===== src/rtl/spi_flash_pkg.sv =====
package spi_flash_pkg;

    localparam int WORD_W = 32;
    localparam int NUM_CS = 2;

    localparam logic [7:0] OFS_CFG  = 8'h00;
    localparam logic [7:0] OFS_CTRL = 8'h08;
    localparam logic [7:0] OFS_DATA = 8'h0C;

    localparam int CFG_RX_ORDER_BIT = 28;
    localparam int CFG_TX_ORDER_BIT = 27;
    localparam int CTRL_CS0_BIT     = 31;
    localparam int CTRL_CS1_BIT     = 30;
    localparam int CTRL_LEN_HI      = 29;
    localparam int CTRL_LEN_LO      = 28;
    localparam int CTRL_READY_BIT   = 27;
    localparam int CTRL_TARGET_BIT  = 24;

    typedef struct packed {
        logic rx_big;
        logic tx_big;
    } cfg_t;

    typedef struct packed {
        logic [NUM_CS-1:0] cs_level;
        logic [1:0]        len_code;
        logic              target;
    } ctrl_t;

    typedef enum logic [1:0] {
        ENG_IDLE = 2'd0,
        ENG_LOW  = 2'd1,
        ENG_HIGH = 2'd2
    } eng_state_t;

    function automatic logic [WORD_W-1:0] swap_bytes(input logic [WORD_W-1:0] w);
        return {w[7:0], w[15:8], w[23:16], w[31:24]};
    endfunction

    function automatic logic is_single(input logic [1:0] code);
        return (code == 2'd0);
    endfunction

    function automatic logic [5:0] bit_total(input logic [1:0] code);
        return is_single(code) ? 6'd8 : 6'd32;
    endfunction

    function automatic logic [WORD_W-1:0] tx_arrange(input logic [WORD_W-1:0] w,
                                                     input logic single,
                                                     input logic big);
        if (single || big) return w;
        return swap_bytes(w);
    endfunction

    function automatic logic [WORD_W-1:0] rx_arrange(input logic [WORD_W-1:0] r,
                                                     input logic single,
                                                     input logic big);
        if (single) return {r[7:0], 24'h0};
        if (big) return r;
        return swap_bytes(r);
    endfunction

endpackage


===== src/rtl/sfm_regs.sv =====
module sfm_regs
    import spi_flash_pkg::*;
#(
    parameter int ADDR_W = 4
) (
    input  logic              clk,
    input  logic              rst,
    input  logic [ADDR_W-1:0] bus_addr,
    input  logic              bus_wr,
    input  logic              bus_rd,
    input  logic [WORD_W-1:0] bus_wdata,
    input  logic              eng_busy,
    input  logic [WORD_W-1:0] cap_word,
    output cfg_t              cfg,
    output ctrl_t             ctrl,
    output logic              start,
    output logic              start_rx,
    output logic [WORD_W-1:0] start_word,
    output logic [WORD_W-1:0] bus_rdata
);

    logic hit_cfg, hit_ctrl, hit_data;

    assign hit_cfg  = (bus_addr == ADDR_W'(OFS_CFG));
    assign hit_ctrl = (bus_addr == ADDR_W'(OFS_CTRL));
    assign hit_data = (bus_addr == ADDR_W'(OFS_DATA));

    // A data access launches only when the engine is free; a write wins over a read.
    assign start      = hit_data && (bus_wr || bus_rd) && !eng_busy;
    assign start_rx   = !bus_wr;
    assign start_word = bus_wdata;

    always_ff @(posedge clk) begin
        if (rst) begin
            cfg  <= '0;
            ctrl <= '{cs_level: '1, len_code: 2'd0, target: 1'b0};
        end else if (bus_wr) begin
            if (hit_cfg) begin
                cfg.rx_big <= bus_wdata[CFG_RX_ORDER_BIT];
                cfg.tx_big <= bus_wdata[CFG_TX_ORDER_BIT];
            end
            if (hit_ctrl) begin
                ctrl.cs_level[0] <= bus_wdata[CTRL_CS0_BIT];
                ctrl.cs_level[1] <= bus_wdata[CTRL_CS1_BIT];
                ctrl.len_code    <= bus_wdata[CTRL_LEN_HI:CTRL_LEN_LO];
                ctrl.target      <= bus_wdata[CTRL_TARGET_BIT];
            end
        end
    end

    always_comb begin
        bus_rdata = '0;
        if (hit_cfg) begin
            bus_rdata[CFG_RX_ORDER_BIT] = cfg.rx_big;
            bus_rdata[CFG_TX_ORDER_BIT] = cfg.tx_big;
        end else if (hit_ctrl) begin
            bus_rdata[CTRL_CS0_BIT]              = ctrl.cs_level[0];
            bus_rdata[CTRL_CS1_BIT]              = ctrl.cs_level[1];
            bus_rdata[CTRL_LEN_HI:CTRL_LEN_LO]   = ctrl.len_code;
            bus_rdata[CTRL_READY_BIT]            = !eng_busy;
            bus_rdata[CTRL_TARGET_BIT]           = ctrl.target;
        end else if (hit_data) begin
            bus_rdata = cap_word;
        end
    end

endmodule


===== src/rtl/sfm_shift_engine.sv =====
module sfm_shift_engine
    import spi_flash_pkg::*;
#(
    parameter int HALF_DIV = 2
) (
    input  logic              clk,
    input  logic              rst,
    input  logic              start,
    input  logic              start_rx,
    input  logic [WORD_W-1:0] start_word,
    input  logic [1:0]        len_code,
    input  cfg_t              cfg,
    input  logic              miso,
    output logic              busy,
    output logic              rx_mode,
    output logic              sck,
    output logic              mosi,
    output logic [WORD_W-1:0] cap_word
);

    localparam int DIV_W = (HALF_DIV > 1) ? $clog2(HALF_DIV) : 1;
    localparam logic [DIV_W-1:0] DIV_LAST = DIV_W'(HALF_DIV - 1);

    eng_state_t        state;
    logic [DIV_W-1:0]  div_cnt;
    logic [5:0]        bits_left;
    logic [WORD_W-1:0] tx_sh;
    logic [WORD_W-1:0] rx_sh;
    logic              single_q;
    logic              rx_big_q;
    logic              sck_q;
    logic              phase_end;

    assign phase_end = (div_cnt == DIV_LAST);
    assign busy      = (state != ENG_IDLE);
    assign sck       = sck_q;
    assign mosi      = busy && !rx_mode && tx_sh[WORD_W-1];

    always_ff @(posedge clk) begin
        if (rst) begin
            state     <= ENG_IDLE;
            div_cnt   <= '0;
            bits_left <= '0;
            tx_sh     <= '0;
            rx_sh     <= '0;
            single_q  <= 1'b0;
            rx_big_q  <= 1'b0;
            rx_mode   <= 1'b0;
            sck_q     <= 1'b0;
            cap_word  <= '0;
        end else begin
            unique case (state)
                ENG_IDLE: begin
                    if (start) begin
                        state     <= ENG_LOW;
                        div_cnt   <= '0;
                        bits_left <= bit_total(len_code);
                        tx_sh     <= tx_arrange(start_word, is_single(len_code), cfg.tx_big);
                        rx_sh     <= '0;
                        single_q  <= is_single(len_code);
                        rx_big_q  <= cfg.rx_big;
                        rx_mode   <= start_rx;
                    end
                end
                ENG_LOW: begin
                    if (phase_end) begin
                        div_cnt <= '0;
                        state   <= ENG_HIGH;
                        sck_q   <= 1'b1;
                        rx_sh   <= {rx_sh[WORD_W-2:0], miso};
                    end else begin
                        div_cnt <= div_cnt + 1'b1;
                    end
                end
                ENG_HIGH: begin
                    if (phase_end) begin
                        div_cnt   <= '0;
                        sck_q     <= 1'b0;
                        tx_sh     <= {tx_sh[WORD_W-2:0], 1'b0};
                        bits_left <= bits_left - 1'b1;
                        if (bits_left == 6'd1) begin
                            state <= ENG_IDLE;
                            if (rx_mode) begin
                                cap_word <= rx_arrange(rx_sh, single_q, rx_big_q);
                            end
                        end else begin
                            state <= ENG_LOW;
                        end
                    end else begin
                        div_cnt <= div_cnt + 1'b1;
                    end
                end
                default: state <= ENG_IDLE;
            endcase
        end
    end

endmodule


===== src/rtl/sfm_cs_drive.sv =====
module sfm_cs_drive
    import spi_flash_pkg::*;
(
    input  logic [NUM_CS-1:0] cs_level,
    input  logic              target,
    input  logic              busy,
    output logic [NUM_CS-1:0] cs_n
);

    for (genvar i = 0; i < NUM_CS; i++) begin : g_line
        assign cs_n[i] = cs_level[i] && !(busy && (target == 1'(i)));
    end

endmodule


===== src/rtl/spi_flash_master.sv =====
module spi_flash_master
    import spi_flash_pkg::*;
#(
    parameter int ADDR_W   = 4,
    parameter int HALF_DIV = 2
) (
    input  logic              clk,
    input  logic              rst,
    input  logic [ADDR_W-1:0] bus_addr,
    input  logic              bus_wr,
    input  logic              bus_rd,
    input  logic [31:0]       bus_wdata,
    output logic [31:0]       bus_rdata,
    output logic              spi_sck,
    output logic              spi_mosi,
    input  logic              spi_miso,
    output logic              spi_cs0_n,
    output logic              spi_cs1_n
);

    cfg_t              cfg;
    ctrl_t             ctrl;
    logic              start, start_rx;
    logic [WORD_W-1:0] start_word;
    logic [WORD_W-1:0] cap_word;
    logic              eng_busy;
    logic              eng_rx;
    logic [NUM_CS-1:0] cs_n;

    sfm_regs #(.ADDR_W(ADDR_W)) i_regs (
        .clk        (clk),
        .rst        (rst),
        .bus_addr   (bus_addr),
        .bus_wr     (bus_wr),
        .bus_rd     (bus_rd),
        .bus_wdata  (bus_wdata),
        .eng_busy   (eng_busy),
        .cap_word   (cap_word),
        .cfg        (cfg),
        .ctrl       (ctrl),
        .start      (start),
        .start_rx   (start_rx),
        .start_word (start_word),
        .bus_rdata  (bus_rdata)
    );

    sfm_shift_engine #(.HALF_DIV(HALF_DIV)) i_engine (
        .clk        (clk),
        .rst        (rst),
        .start      (start),
        .start_rx   (start_rx),
        .start_word (start_word),
        .len_code   (ctrl.len_code),
        .cfg        (cfg),
        .miso       (spi_miso),
        .busy       (eng_busy),
        .rx_mode    (eng_rx),
        .sck        (spi_sck),
        .mosi       (spi_mosi),
        .cap_word   (cap_word)
    );

    sfm_cs_drive i_cs (
        .cs_level (ctrl.cs_level),
        .target   (ctrl.target),
        .busy     (eng_busy),
        .cs_n     (cs_n)
    );

    assign spi_cs0_n = cs_n[0];
    assign spi_cs1_n = cs_n[1];

endmodule


===== config.mk =====
export PLATFORM = sky130hd
export DESIGN_NAME = spi_flash_master
export DESIGN_NICKNAME = d
export VERILOG_FILES = /design/src/rtl/spi_flash_pkg.sv /design/src/rtl/sfm_regs.sv /design/src/rtl/sfm_shift_engine.sv /design/src/rtl/sfm_cs_drive.sv /design/src/rtl/spi_flash_master.sv
export SDC_FILE = /design/constraint.sdc
export NUM_CORES = 1
export LEC_CHECK = 0
export BUFFER_PORTS_ARGS = -buffer_cell sky130_fd_sc_hd__buf_4
export CAP_MARGIN = 20
export CORE_MARGIN = 2
export CORE_UTILIZATION = 35
export CTS_BUF_LIST = sky130_fd_sc_hd__clkbuf_4 sky130_fd_sc_hd__clkbuf_8
export DETAILED_ROUTE_END_ITERATION = 8
export PLACE_DENSITY_LB_ADDON = 0.2
export SYNTH_ARGS = -nofsm -noshare
export SYNTH_HDL_FRONTEND = slang
export SYNTH_HIERARCHICAL = 1
export SYNTH_SLANG_ARGS = --single-unit

===== constraint.sdc =====
create_clock -name clk -period 4.6 [get_ports clk]
set_input_delay 0.92 -clock clk [delete_from_list [all_inputs] [get_ports clk]]
set_output_delay 0.92 -clock clk [all_outputs]
set_load 0.01 [all_outputs]

==> results.ini, run 1 <==
[run_status]
status = finished, final reports clean

[die]
design.die.area_um2 = 17850
core_region_area_um2 = 16520
floorplan.initialDensity = 0.3558
chipHeight_um = 133.6
floorplan.io_pins = 77
die_width_um = 133.6
std_cell_rows = 47

[finish]
antenna_cells = 0
final_layout_size_suffix_gt1_frac = 0.1730
nNetsFinal = 747
layout.cells.most_common = dfxtp_1
final_std_cell_area_no_fill_um2 = 6779
most-common-layout-cells = 116 x dfxtp_1, 82 x buf_4, 80 x nor2_1, 50 x mux2i_1, 43 x a22oi_1
syn2layout_area_growth_pct = 15.30

[drt]
detail_route.wl_per_cell_um = 14.98
detail-route-antenna-nets = 0
drc_errors = 0
initialDrtViolationCount = 298
detailroute.via_count = 4853
drt_pass1_iterations = 5
detail_route.wirelength_um = 13940
route.detailed.vias_per_inst = 5.213

[pwr]
power_per_cell_area_nw_per_um2 = 336.3
power.ir.vdd_worst_v = 0.0001803
power_leakage_nw = 2.476

[global_route]
grt_start_max_net_pins = 94
grt_remaining_overflow = 0
grt_pass1_vias = 4710
grt_first_pass_wirelength_um = 23490
antenna_found_initial = 0
grt_util_all_layers = 0.1618

[sta]
setup_viol = 0
max_freq_mhz = 329.7
share_of_the_cycle_needed_by_the_critical_path_after_routing = 0.6593
final_hold_viol_count = 0
setup_repair_after_global_routing_missed_its_margin = no
max_slew_margin = 0.3604
tightestPinTransition_ps = 959.3
period_needed_ps = 3033
timing_max_transition_violations_final = 0
finalSetupTns_ps = 0
fin_worst_skew_ps = 7.667

[clocking]
number_of_buffers_inserted_during_clock_tree_synthesis = 17
insertion_delay_ps = 430
post_cts.repair.setup_buffers = 0
number_of_sinks_driven_by_the_clock_tree = 116
cts_htree_levels = 4
clkTransAtPathRegs_ps = 70
cts_hold_buf = 0
cts_tree = built
cts.root.buffer_cell = clkbuf_8
ctsLongestPathBuffers = 2
postCtsResizedCells = 0

[synth]
synth-compound-area-share = 0.1990
yosysSeqAreaShare = 0.3950
synth_simple_gate_area_frac = 0.1954
synth_top_family_by_area = compound AO/OA/AOI/OAI gates
synth.mux.area_fraction = 0.08959
yosys_register_bits = 116
ys_types = 51
async_set_or_reset_flop_fraction_in_the_synthesized_netlist = 0
synthFlopType = dfxtp_1
mappedNetlistArea_um2 = 5879
synth_enable_flop_cells = 0
yosysWarningCount = 6
syn-instance-count = 686
mappedNetlistNets = 733
synth_adder_area_share = 0.01277
yosys.area_share.xor_xnor = 0.002979
synth.avg_cell_area_um2 = 8.571

[placed_design]
dp_hpwl_um = 9354
numPortBuffers = 76
placed_area_um2 = 6301
globalplace.congestion = 0.7923

[worst_hold_path]
worst_hold_startpoint = i_engine/cap_word[23]
min-delay-path-class = flip-flop to flip-flop

[worst_setup_path]
timing.critical_path.from = bus_addr[0]
worstPathArrival_ps = 3400
crit_path_max_fanout = 33
critical_path.endpoint_type = flip-flop
critical_path_class = input port to flip-flop
critPathRequiredTime_ps = 4960
critPathLaunchType = input port
timing.rr.start = i_engine/state[0]

[job]
max_cap_violations = 0

==> cell families (layout without fill, tap and decap cells) <==
group / after synthesis / count (layout)
and+or+nand+nor: 229 / 229
AOI/OAI and AO/OA: 164 / 164
buffers and inverters: 117 / 142
DFF: 116 / 116
muxes: 52 / 52
adders and majority gates: 6 / 6
xor gates and xnor gates: 2 / 2
==> final timing paths <==
path / endpoint / slack [ps] / cells after the start
max: i_engine/tx_sh[9] / 1570 / 7
min: i_engine/cap_word[23] / 450 / 2
max reg2reg: i_engine/tx_sh[9] / 1720 / 7
min reg2reg: i_engine/cap_word[23] / 450 / 2
==> power breakdown <==
group          total [mW]  switching, mW  leakage, nW  internal [mW]
logic               0.121         0.0690         1.30         0.0523
clock network        1.14          0.404        0.240          0.734
registers            1.02        0.00724        0.935           1.01
==> through the flow <==
| stage | hold WS, ps | utilization | power, mW | std cells | setup WS, ps |
|---|---|---|---|---|---|
| 4_1_cts | 451.8 | 0.4102 | 2.308 | 931 | 1602 |
| 3_5_place_dp | 442.5 | 0.3813 | 1.164 | 901 | 1157 |
| 2_1_floorplan | 425.9 | - | 1.133 | 686 | 1714 |
| 6_report | 450.5 | 0.4102 | 2.280 | 931 | 1567 |
| 5_1_grt | 470.4 | 0.4102 | 2.364 | 931 | 1388 |
| 3_3_place_gp | 436.2 | 0.3796 | 1.162 | 900 | 1227 |
==> Yosys cell counts (3+ instances only) <==
master / count / area share
a22oi_1: 43 / 0.055
dfxtp_1: 116 / 0.39
nor2b_1: 3 / 0.0032
o21ai_1: 10 / 0.0085
and2_1: 26 / 0.028
nand2b_1: 11 / 0.012
and3_1: 3 / 0.0032
o21ai_0: 9 / 0.0077
a22o_1: 26 / 0.039
or3_1: 26 / 0.028
nor3b_1: 3 / 0.0038
a21oi_1: 34 / 0.029
nor3_1: 24 / 0.020
nand3_1: 5 / 0.0043
buf_6: 3 / 0.0057
buf_2: 23 / 0.020
nand2_1: 36 / 0.023
clkbuf_1: 26 / 0.017
ha_1: 6 / 0.013
a211oi_1: 9 / 0.011
buf_4: 34 / 0.043
a221oi_1: 21 / 0.031
inv_1: 29 / 0.019
nor2_1: 80 / 0.051
mux2i_1: 50 / 0.085
==> layout make-up <==
type                    count  area [um^2]
repair buffers             83        643.1
flip-flops and latches    116         2322
multi-input cells         453         2952
clock inverters            10        202.7
well taps                 220        275.3
clock buffers              20        275.3
fillers                  1693         9746
inverters                  29        108.9
==> critical path, stage by stage <==
cell	delay [ps]
buf_4	120
and4bb_4	570
nor3b_1	630
nor2b_1	240
nor3_2	640
a22oi_1	150
o21ai_1	120
==> sequential cells by signal, summed over array words and instances, names as in the netlist <==
register and count:
i_engine/rx_mode 1, i_engine/rx_big_q 1, i_engine/sck 1, i_engine/div_cnt 1, i_engine/cap_word 32, i_regs/cfg 2, i_engine/tx_sh 32, i_engine/state 2
i_regs/ctrl 5, i_engine/bits_left 6, i_engine/single_q 1, i_engine/rx_sh 32
==> routing by layer <==
| metal | global-route usage | vias to the layer above | wire (um) | share of wire |
|---|---|---|---|---|
| met2 | 0.2635 | 74 | 6743 | 0.48 |
| met3 | 0.03615 | 15 | 530 | 0.038 |
| li1 | - | 2430 | - | - |
| met4 | 0.05851 | 0 | 184 | 0.013 |
| met1 | 0.2108 | 2334 | 6484 | 0.47 |
| met5 | 0 | - | 0 | 0 |
(Power assumes the default switching activity.)
==> inputs of run 2 (changes only) <==
==> constraint.sdc (replaced) <==
create_clock -name clk -period 2.8 [get_ports clk]
set_input_delay 0.56 -clock clk [delete_from_list [all_inputs] [get_ports clk]]
set_output_delay 0.56 -clock clk [all_outputs]
set_load 0.01 [all_outputs]
==> run 2 against run 1 <==
  * Cell area increased by 0.50%
  * Sequential share of layout area decreased by 0.17 points
  * Routed wire length increased by 0.98%
  * Highest routed layer unchanged
==> results.ini, run 2 (synthesis gave the netlist of run 1 again) <==
[pwr]
power_per_cell_area_nw_per_um2 = 536.0  ; +59%
power_leakage_nw = 2.508  ; +1.3%
cellInternalPower_mw = 2.847  ; +58%
switching_power_mw = 0.8040  ; +67%
sequential_power_share = 0.458  ; +0.011
clock_power_share = 0.485  ; -0.015
combPwrFrac = 0.057  ; +0.004
power.ir.vdd_worst_v = 0.0002703  ; +50%
totalPowerFinal_mw = 3.651  ; +60%
netSwitchingFraction = 0.2202  ; +0.009360

[die]
std_cell_rows = 47  ; unchanged
chipHeight_um = 133.6  ; unchanged
die_width_um = 133.6  ; unchanged
floorplan.initialDensity = 0.3558  ; unchanged
core_region_area_um2 = 16520  ; unchanged
design.die.area_um2 = 17850  ; unchanged
floorplan.io_pins = 77  ; unchanged

[worst_setup_path]
r2r.worst_path.cells = 9  ; +2
worst-r2r-setup-slack_ps = 450  ; -1270 ps
worstSetupEndpoint = spi_mosi
critPathRequiredTime_ps = 2240  ; -2720 ps
slowest_delay_ps = 390  ; -250 ps
critical_path.reg2reg.endpoint = i_engine/tx_sh[11]
critical_path.endpoint_type = output port
worstPathCellList = inv_1 -> ha_1 -> buf_4 -> nor3b_1 -> buf_4
cp_max_stage_cell = dfxtp_1
worst-path-buf-inv = 3  ; +2
critPathLaunchType = flip-flop
crit_path_max_fanout = 10  ; -70%
critical_path_depth = 5  ; -2
worstPathArrival_ps = 1830  ; -1570 ps
critical-path-top-delay-family = buffers and inverters
timing.rr.start = i_engine/state[0]
critical_path_class = flip-flop to output port
timing.critical_path.from = i_engine/state[0]
timing.critical_path.mode_cell = buf_4

[worst_hold_path]
min-delay-path-class = input port to flip-flop

[sta]
fin_worst_skew_ps = 13.18  ; +5.510 ps
setup_viol = 0  ; unchanged
tightestPinTransition_ps = 671.5  ; -287.8 ps
finalSetupTns_ps = 0  ; unchanged
setup_repair_after_global_routing_missed_its_margin = no
share_of_the_cycle_needed_by_the_critical_path_after_routing = 0.8526
period_needed_ps = 2387
final_hold_viol_count = 0  ; unchanged
max_freq_mhz = 418.9
timing_max_transition_violations_final = 0  ; unchanged
worst_slack_ps = 412.7  ; -1154 ps
max_slew_margin = 0.5499  ; +0.1894

[clocking]
ctsLongestPathBuffers = 2  ; unchanged
number_of_sinks_driven_by_the_clock_tree = 116  ; unchanged
number_of_buffers_inserted_during_clock_tree_synthesis = 17  ; unchanged
cts_hold_buf = 0  ; unchanged
cts_htree_levels = 4  ; unchanged
clkTransAtPathRegs_ps = 70  ; about the same
cts.root.buffer_cell = clkbuf_8
postCtsResizedCells = 0  ; unchanged
post_cts.repair.setup_buffers = 0  ; unchanged
cts_tree = built
insertion_delay_ps = 430  ; about the same

[global_route]
grt_remaining_overflow = 0  ; unchanged
grt_pass1_vias = 4667  ; -0.91%
grt_use_met1 = 0.2089  ; -0.001919
grt_first_pass_wirelength_um = 23160  ; -1.4%
top_usage_layer = met2
grtUsageMet3 = 0.03805  ; +0.001903
routing_usage_on_met2 = 0.2635  ; unchanged
grt_start_max_net_pins = 54  ; -43%
antenna_found_initial = 0  ; unchanged
grt_util_all_layers = 0.1604  ; -0.001397

[finish]
antenna_cells = 0  ; unchanged
fin_util = 0.4123  ; +0.002044
layout.cells.most_common = dfxtp_1
most-common-layout-cells = 116 x dfxtp_1, 93 x buf_4, 80 x nor2_1, 50 x mux2i_1, 43 x a22oi_1
final_layout_size_suffix_gt1_frac = 0.1856  ; +0.01260
nNetsFinal = 757  ; +1.3%
syn2layout_area_growth_pct = 15.88
top_regs = i_engine/cap_word: 32 flops, i_engine/rx_sh: 32 flops, i_engine/tx_sh: 32 flops

[drt]
route.detailed.vias_per_inst = 5.165  ; -0.92%
detail_route.wirelength_um = 14080  ; +0.98%
drc_errors = 0  ; unchanged
initialDrtViolationCount = 278  ; -6.7%
detailroute.via_count = 4865  ; +0.25%
drt_pass1_iterations = 5  ; unchanged
detail-route-antenna-nets = 0  ; unchanged
detail_route.wl_per_cell_um = 14.95  ; -0.20%

[run_status]
status = finished, final reports clean

[placed_design]
dp_hpwl_um = 9300  ; -0.58%
numPortBuffers = 76  ; unchanged
dp_slack_ps = 325.7  ; -831.6 ps
globalplace.congestion = 0.7646  ; -3.5%

[job]
max_cap_violations = 0  ; unchanged

## run 2: cell types whose count changed in the layout (fill, tap and decap cells not counted)
cell	previous run	this run
buf_16	1	0
buf_4	82	93
bufinv_16	6	4
clkbuf_4	0	1
clkinv_4	0	1
clkbuf_8	20	22
clkinv_2	3	2
## run 2: how the worst min path moves through the flow
stage                               startpoint                   end  slack, ps  depth (start not counted)
after global placement    i_engine/cap_word[5]  i_engine/cap_word[5]        440                          2
after floorplan              i_engine/tx_sh[0]     i_engine/tx_sh[0]        430                          2
final                                 spi_miso     i_engine/rx_sh[0]        370                          3
after detailed placement  i_engine/cap_word[7]  i_engine/cap_word[7]        440                          2
after CTS                             spi_miso     i_engine/rx_sh[0]        340                          3
after global routing                  spi_miso     i_engine/rx_sh[0]        340                          3
## run 2: worst min-delay path, cell delays in order
cell	delay, ps
buf_4	80
a22oi_1	60
nor2_1	70
## run 2: area by class of cell
cell class | count | area (um^2)
fillers | 1671 | 9712
flip-flops and latches | 116 | 2322
repair buffers | 93 | 698.2
clock buffers | 23 | 310.3
multi-input cells | 453 | 2952
clock inverters | 8 | 146.4
inverters | 29 | 108.9
well taps | 220 | 275.3
## run 2: per-stage QoR
| step | hold WS (ps) | instances | instance area [um^2] |
|---|---|---|---|
| detailed placement | 442.8 | 911 | 6356 |
| finish | 374.8 | 942 | 6813 |
| floorplan | 425.9 | 686 | 5879 |
| global route | 338.7 | 942 | 6813 |
| global placement | 436.7 | 911 | 6356 |
| CTS | 344.8 | 942 | 6813 |
## run 2: power groups by stage
stage | Combinational, mW | Sequential, mW | Clock, mW
2_1_floorplan | 0.155 | 1.71 | 0
3_3_place_gp | 0.206 | 1.71 | 0
3_5_place_dp | 0.209 | 1.71 | 0
4_1_cts | 0.210 | 1.67 | 1.81
5_1_grt | 0.232 | 1.67 | 1.89
6_report | 0.208 | 1.67 | 1.77
## run 2: metal layers
metal  vias up  share of wire
li1       2455              -
met1      2326           0.47
met2        76           0.49
met3         8          0.032
met4         0         0.0088
met5         -              0
==> inputs of run 3 (changes only) <==
--- a/config.mk
+++ b/config.mk
@@ -8,7 +8,7 @@
 export BUFFER_PORTS_ARGS = -buffer_cell sky130_fd_sc_hd__buf_4
 export CAP_MARGIN = 20
 export CORE_MARGIN = 2
-export CORE_UTILIZATION = 35
+export CORE_UTILIZATION = 25
 export CTS_BUF_LIST = sky130_fd_sc_hd__clkbuf_4 sky130_fd_sc_hd__clkbuf_8
 export DETAILED_ROUTE_END_ITERATION = 8
 export PLACE_DENSITY_LB_ADDON = 0.2
==> run 3 against run 2 <==
  * Die area grew 39%
  * Sequential share of layout area shrank 0.25 points
  * Critical endpoint unchanged
  * Combinational power barely moved
  * Clock power fell by 11%
  * Worst hold slack lost 9.2 ps
  * Largest cell class unchanged
  * Sequential power barely moved
==> results.ini, run 3 (synthesis gave the netlist of run 1 again) <==
[worst_setup_path]
crit_path_max_fanout = 10  ; unchanged
critPathRequiredTime_ps = 2240  ; about the same
critical_path.endpoint_type = output port
timing.rr.start = i_engine/state[0]
critical_path.reg2reg.endpoint = i_engine/tx_sh[8]
worst-r2r-setup-slack_ps = 320  ; -130 ps
worstPathArrival_ps = 1920  ; +90 ps
critPathLaunchType = flip-flop
r2r.worst_path.cells = 9  ; unchanged
critical_path_class = flip-flop to output port

[sta]
setup_viol = 0  ; unchanged
finalSetupTns_ps = 0  ; unchanged
fin_worst_skew_ps = 12.11  ; -1.069 ps
max_slew_margin = 0.3293  ; -0.2206
final_hold_viol_count = 0  ; unchanged
tightestPinTransition_ps = 1004  ; +332.5 ps
period_needed_ps = 2480  ; +92.99 ps
max_freq_mhz = 403.2  ; -3.7%
share_of_the_cycle_needed_by_the_critical_path_after_routing = 0.8858  ; +0.03321
timing_max_transition_violations_final = 0  ; unchanged
setup_repair_after_global_routing_missed_its_margin = no

[worst_hold_path]
worst_hold_startpoint = spi_miso
min-delay-path-class = input port to flip-flop
hold_path_depth = 3  ; unchanged
worst_hold_path.endpoint = i_engine/rx_sh[0]

[clocking]
number_of_sinks_driven_by_the_clock_tree = 116  ; unchanged
cts_tree = built
cts_htree_levels = 4  ; unchanged
postCtsResizedCells = 0  ; unchanged
cts.root.buffer_cell = clkbuf_8
number_of_buffers_inserted_during_clock_tree_synthesis = 17  ; unchanged
post_cts.repair.setup_buffers = 0  ; unchanged
insertion_delay_ps = 440  ; about the same
ctsLongestPathBuffers = 2  ; unchanged
cts_hold_buf = 0  ; unchanged
clkTransAtPathRegs_ps = 80  ; about the same

[finish]
fillers = 2580  ; +54%
antenna_cells = 0  ; unchanged
final_layout_size_suffix_gt1_frac = 0.1822  ; -0.003398
top_regs = i_engine/cap_word: 32 flops, i_engine/rx_sh: 32 flops, i_engine/tx_sh: 32 flops
layout.cells.most_common = dfxtp_1
most-common-layout-cells = 116 x dfxtp_1, 88 x buf_4, 80 x nor2_1, 50 x mux2i_1, 43 x a22oi_1
layoutNonFillerInstCount = 1038  ; +10%
nNetsFinal = 753  ; -0.53%
syn2layout_area_growth_pct = 16.75

[drt]
route.detailed.vias_per_inst = 4.605  ; -11%
initialDrtViolationCount = 381  ; +37%
detail_route.wl_per_cell_um = 14.52  ; -2.8%
detail_route.wirelength_um = 15070  ; +7.1%
drt_pass1_iterations = 6  ; +1
detail-route-antenna-nets = 0  ; unchanged
detailroute.via_count = 4780  ; -1.7%
drc_errors = 0  ; unchanged

[global_route]
antenna_found_initial = 0  ; unchanged
grt_remaining_overflow = 0  ; unchanged
grt_util_all_layers = 0.1250  ; -0.03545
grt_start_max_net_pins = 72  ; +33%
grt_first_pass_wirelength_um = 24430  ; +5.5%
grt_pass1_vias = 4629  ; -0.81%

[die]
floorplan.initialDensity = 0.2527  ; -0.1031
die_width_um = 157.4  ; +18%
std_cell_rows = 56  ; +19%
floorplan.io_pins = 77  ; unchanged
core_region_area_um2 = 23260  ; +41%
design.die.area_um2 = 24760  ; +39%
chipHeight_um = 157.4  ; +18%

[run_status]
status = finished, final reports clean

[placed_design]
numPortBuffers = 76  ; unchanged
dp_hpwl_um = 9792  ; +5.3%
placed_cells = 1006  ; +10%
globalplace.congestion = 0.7076  ; -7.5%

[pwr]
sequential_power_share = 0.484  ; +0.026
power_leakage_nw = 2.454  ; -2.1%
clock_power_share = 0.456  ; -0.029
power.ir.vdd_worst_v = 0.0002172  ; -20%
netSwitchingFraction = 0.2554  ; +0.03518
power_per_cell_area_nw_per_um2 = 503.2  ; -6.1%
switching_power_mw = 0.8820  ; +9.7%
cellInternalPower_mw = 2.572  ; -9.7%
combPwrFrac = 0.060  ; +0.003

[job]
max_cap_violations = 0  ; unchanged

## run 3: stage by stage
| stage | power [mW] | hold slack [ps] | setup slack (ps) | instance area (um^2) | utilization |
|---|---|---|---|---|---|
| floorplan | 1.862 | 425.9 | 274.0 | 5879 | - |
| global placement | 1.922 | 435.0 | 142.7 | 6462 | 0.2778 |
| detailed placement | 1.920 | 442.5 | 148.5 | 6462 | 0.2778 |
| CTS | 3.509 | 337.8 | 261.5 | 6864 | 0.2951 |
| global route | 3.616 | 382.6 | 58.43 | 6864 | 0.2951 |
| finish | 3.454 | 365.7 | 319.8 | 6864 | 0.2951 |
## run 3: area by class of cell
| type | instances | area (um^2) | area share |
|---|---|---|---|
| Tap cell | 319 | 399.1 | 0.05815 |
| Clock inverter | 14 | 153.9 | 0.02242 |
| Clock buffer | 18 | 247.7 | 0.03609 |
| Multi-Input combinational cell | 453 | 2952 | 0.4300 |
| Inverter | 29 | 108.9 | 0.01586 |
| Sequential cell | 116 | 2322 | 0.3383 |
| Timing Repair Buffer | 89 | 680.7 | 0.09916 |
## run 3: critical path: stages (launching register included)
cell and delay [ps]:
dfxtp_1 380, inv_1 80, ha_1 230, buf_4 180, nor3b_1 400, buf_4 210
## run 3: worst max-delay path by stage
stage	from	endpoint	slack, ps	cells past startpoint
finish	i_engine/state[0]	spi_mosi	320	5
global route	i_engine/state[1]	i_engine/tx_sh[9]	60	9
CTS	i_engine/state[0]	spi_mosi	260	5
detailed placement	bus_addr[3]	i_engine/tx_sh[3]	150	8
global placement	bus_addr[3]	i_engine/tx_sh[3]	140	8
floorplan	bus_addr[0]	i_engine/rx_sh[11]	270	9
## run 3: power by group through the flow
stage / logic (mW) / clock network [mW] / registers [mW]
6_report: 0.208 / 1.57 / 1.67
4_1_cts: 0.212 / 1.63 / 1.67
3_5_place_dp: 0.211 / 0 / 1.71
2_1_floorplan: 0.155 / 0 / 1.71
5_1_grt: 0.230 / 1.71 / 1.67
3_3_place_gp: 0.213 / 0 / 1.71
## run 3: metal layers
metal	up-vias	share of wire	wire length [um]	GRT usage
met3	14	0.034	516	0.02588
met5	-	0	0	0
met1	2234	0.50	7494	0.1687
li1	2448	-	-	-
met4	0	0.013	195	0.04286
met2	84	0.46	6867	0.1978
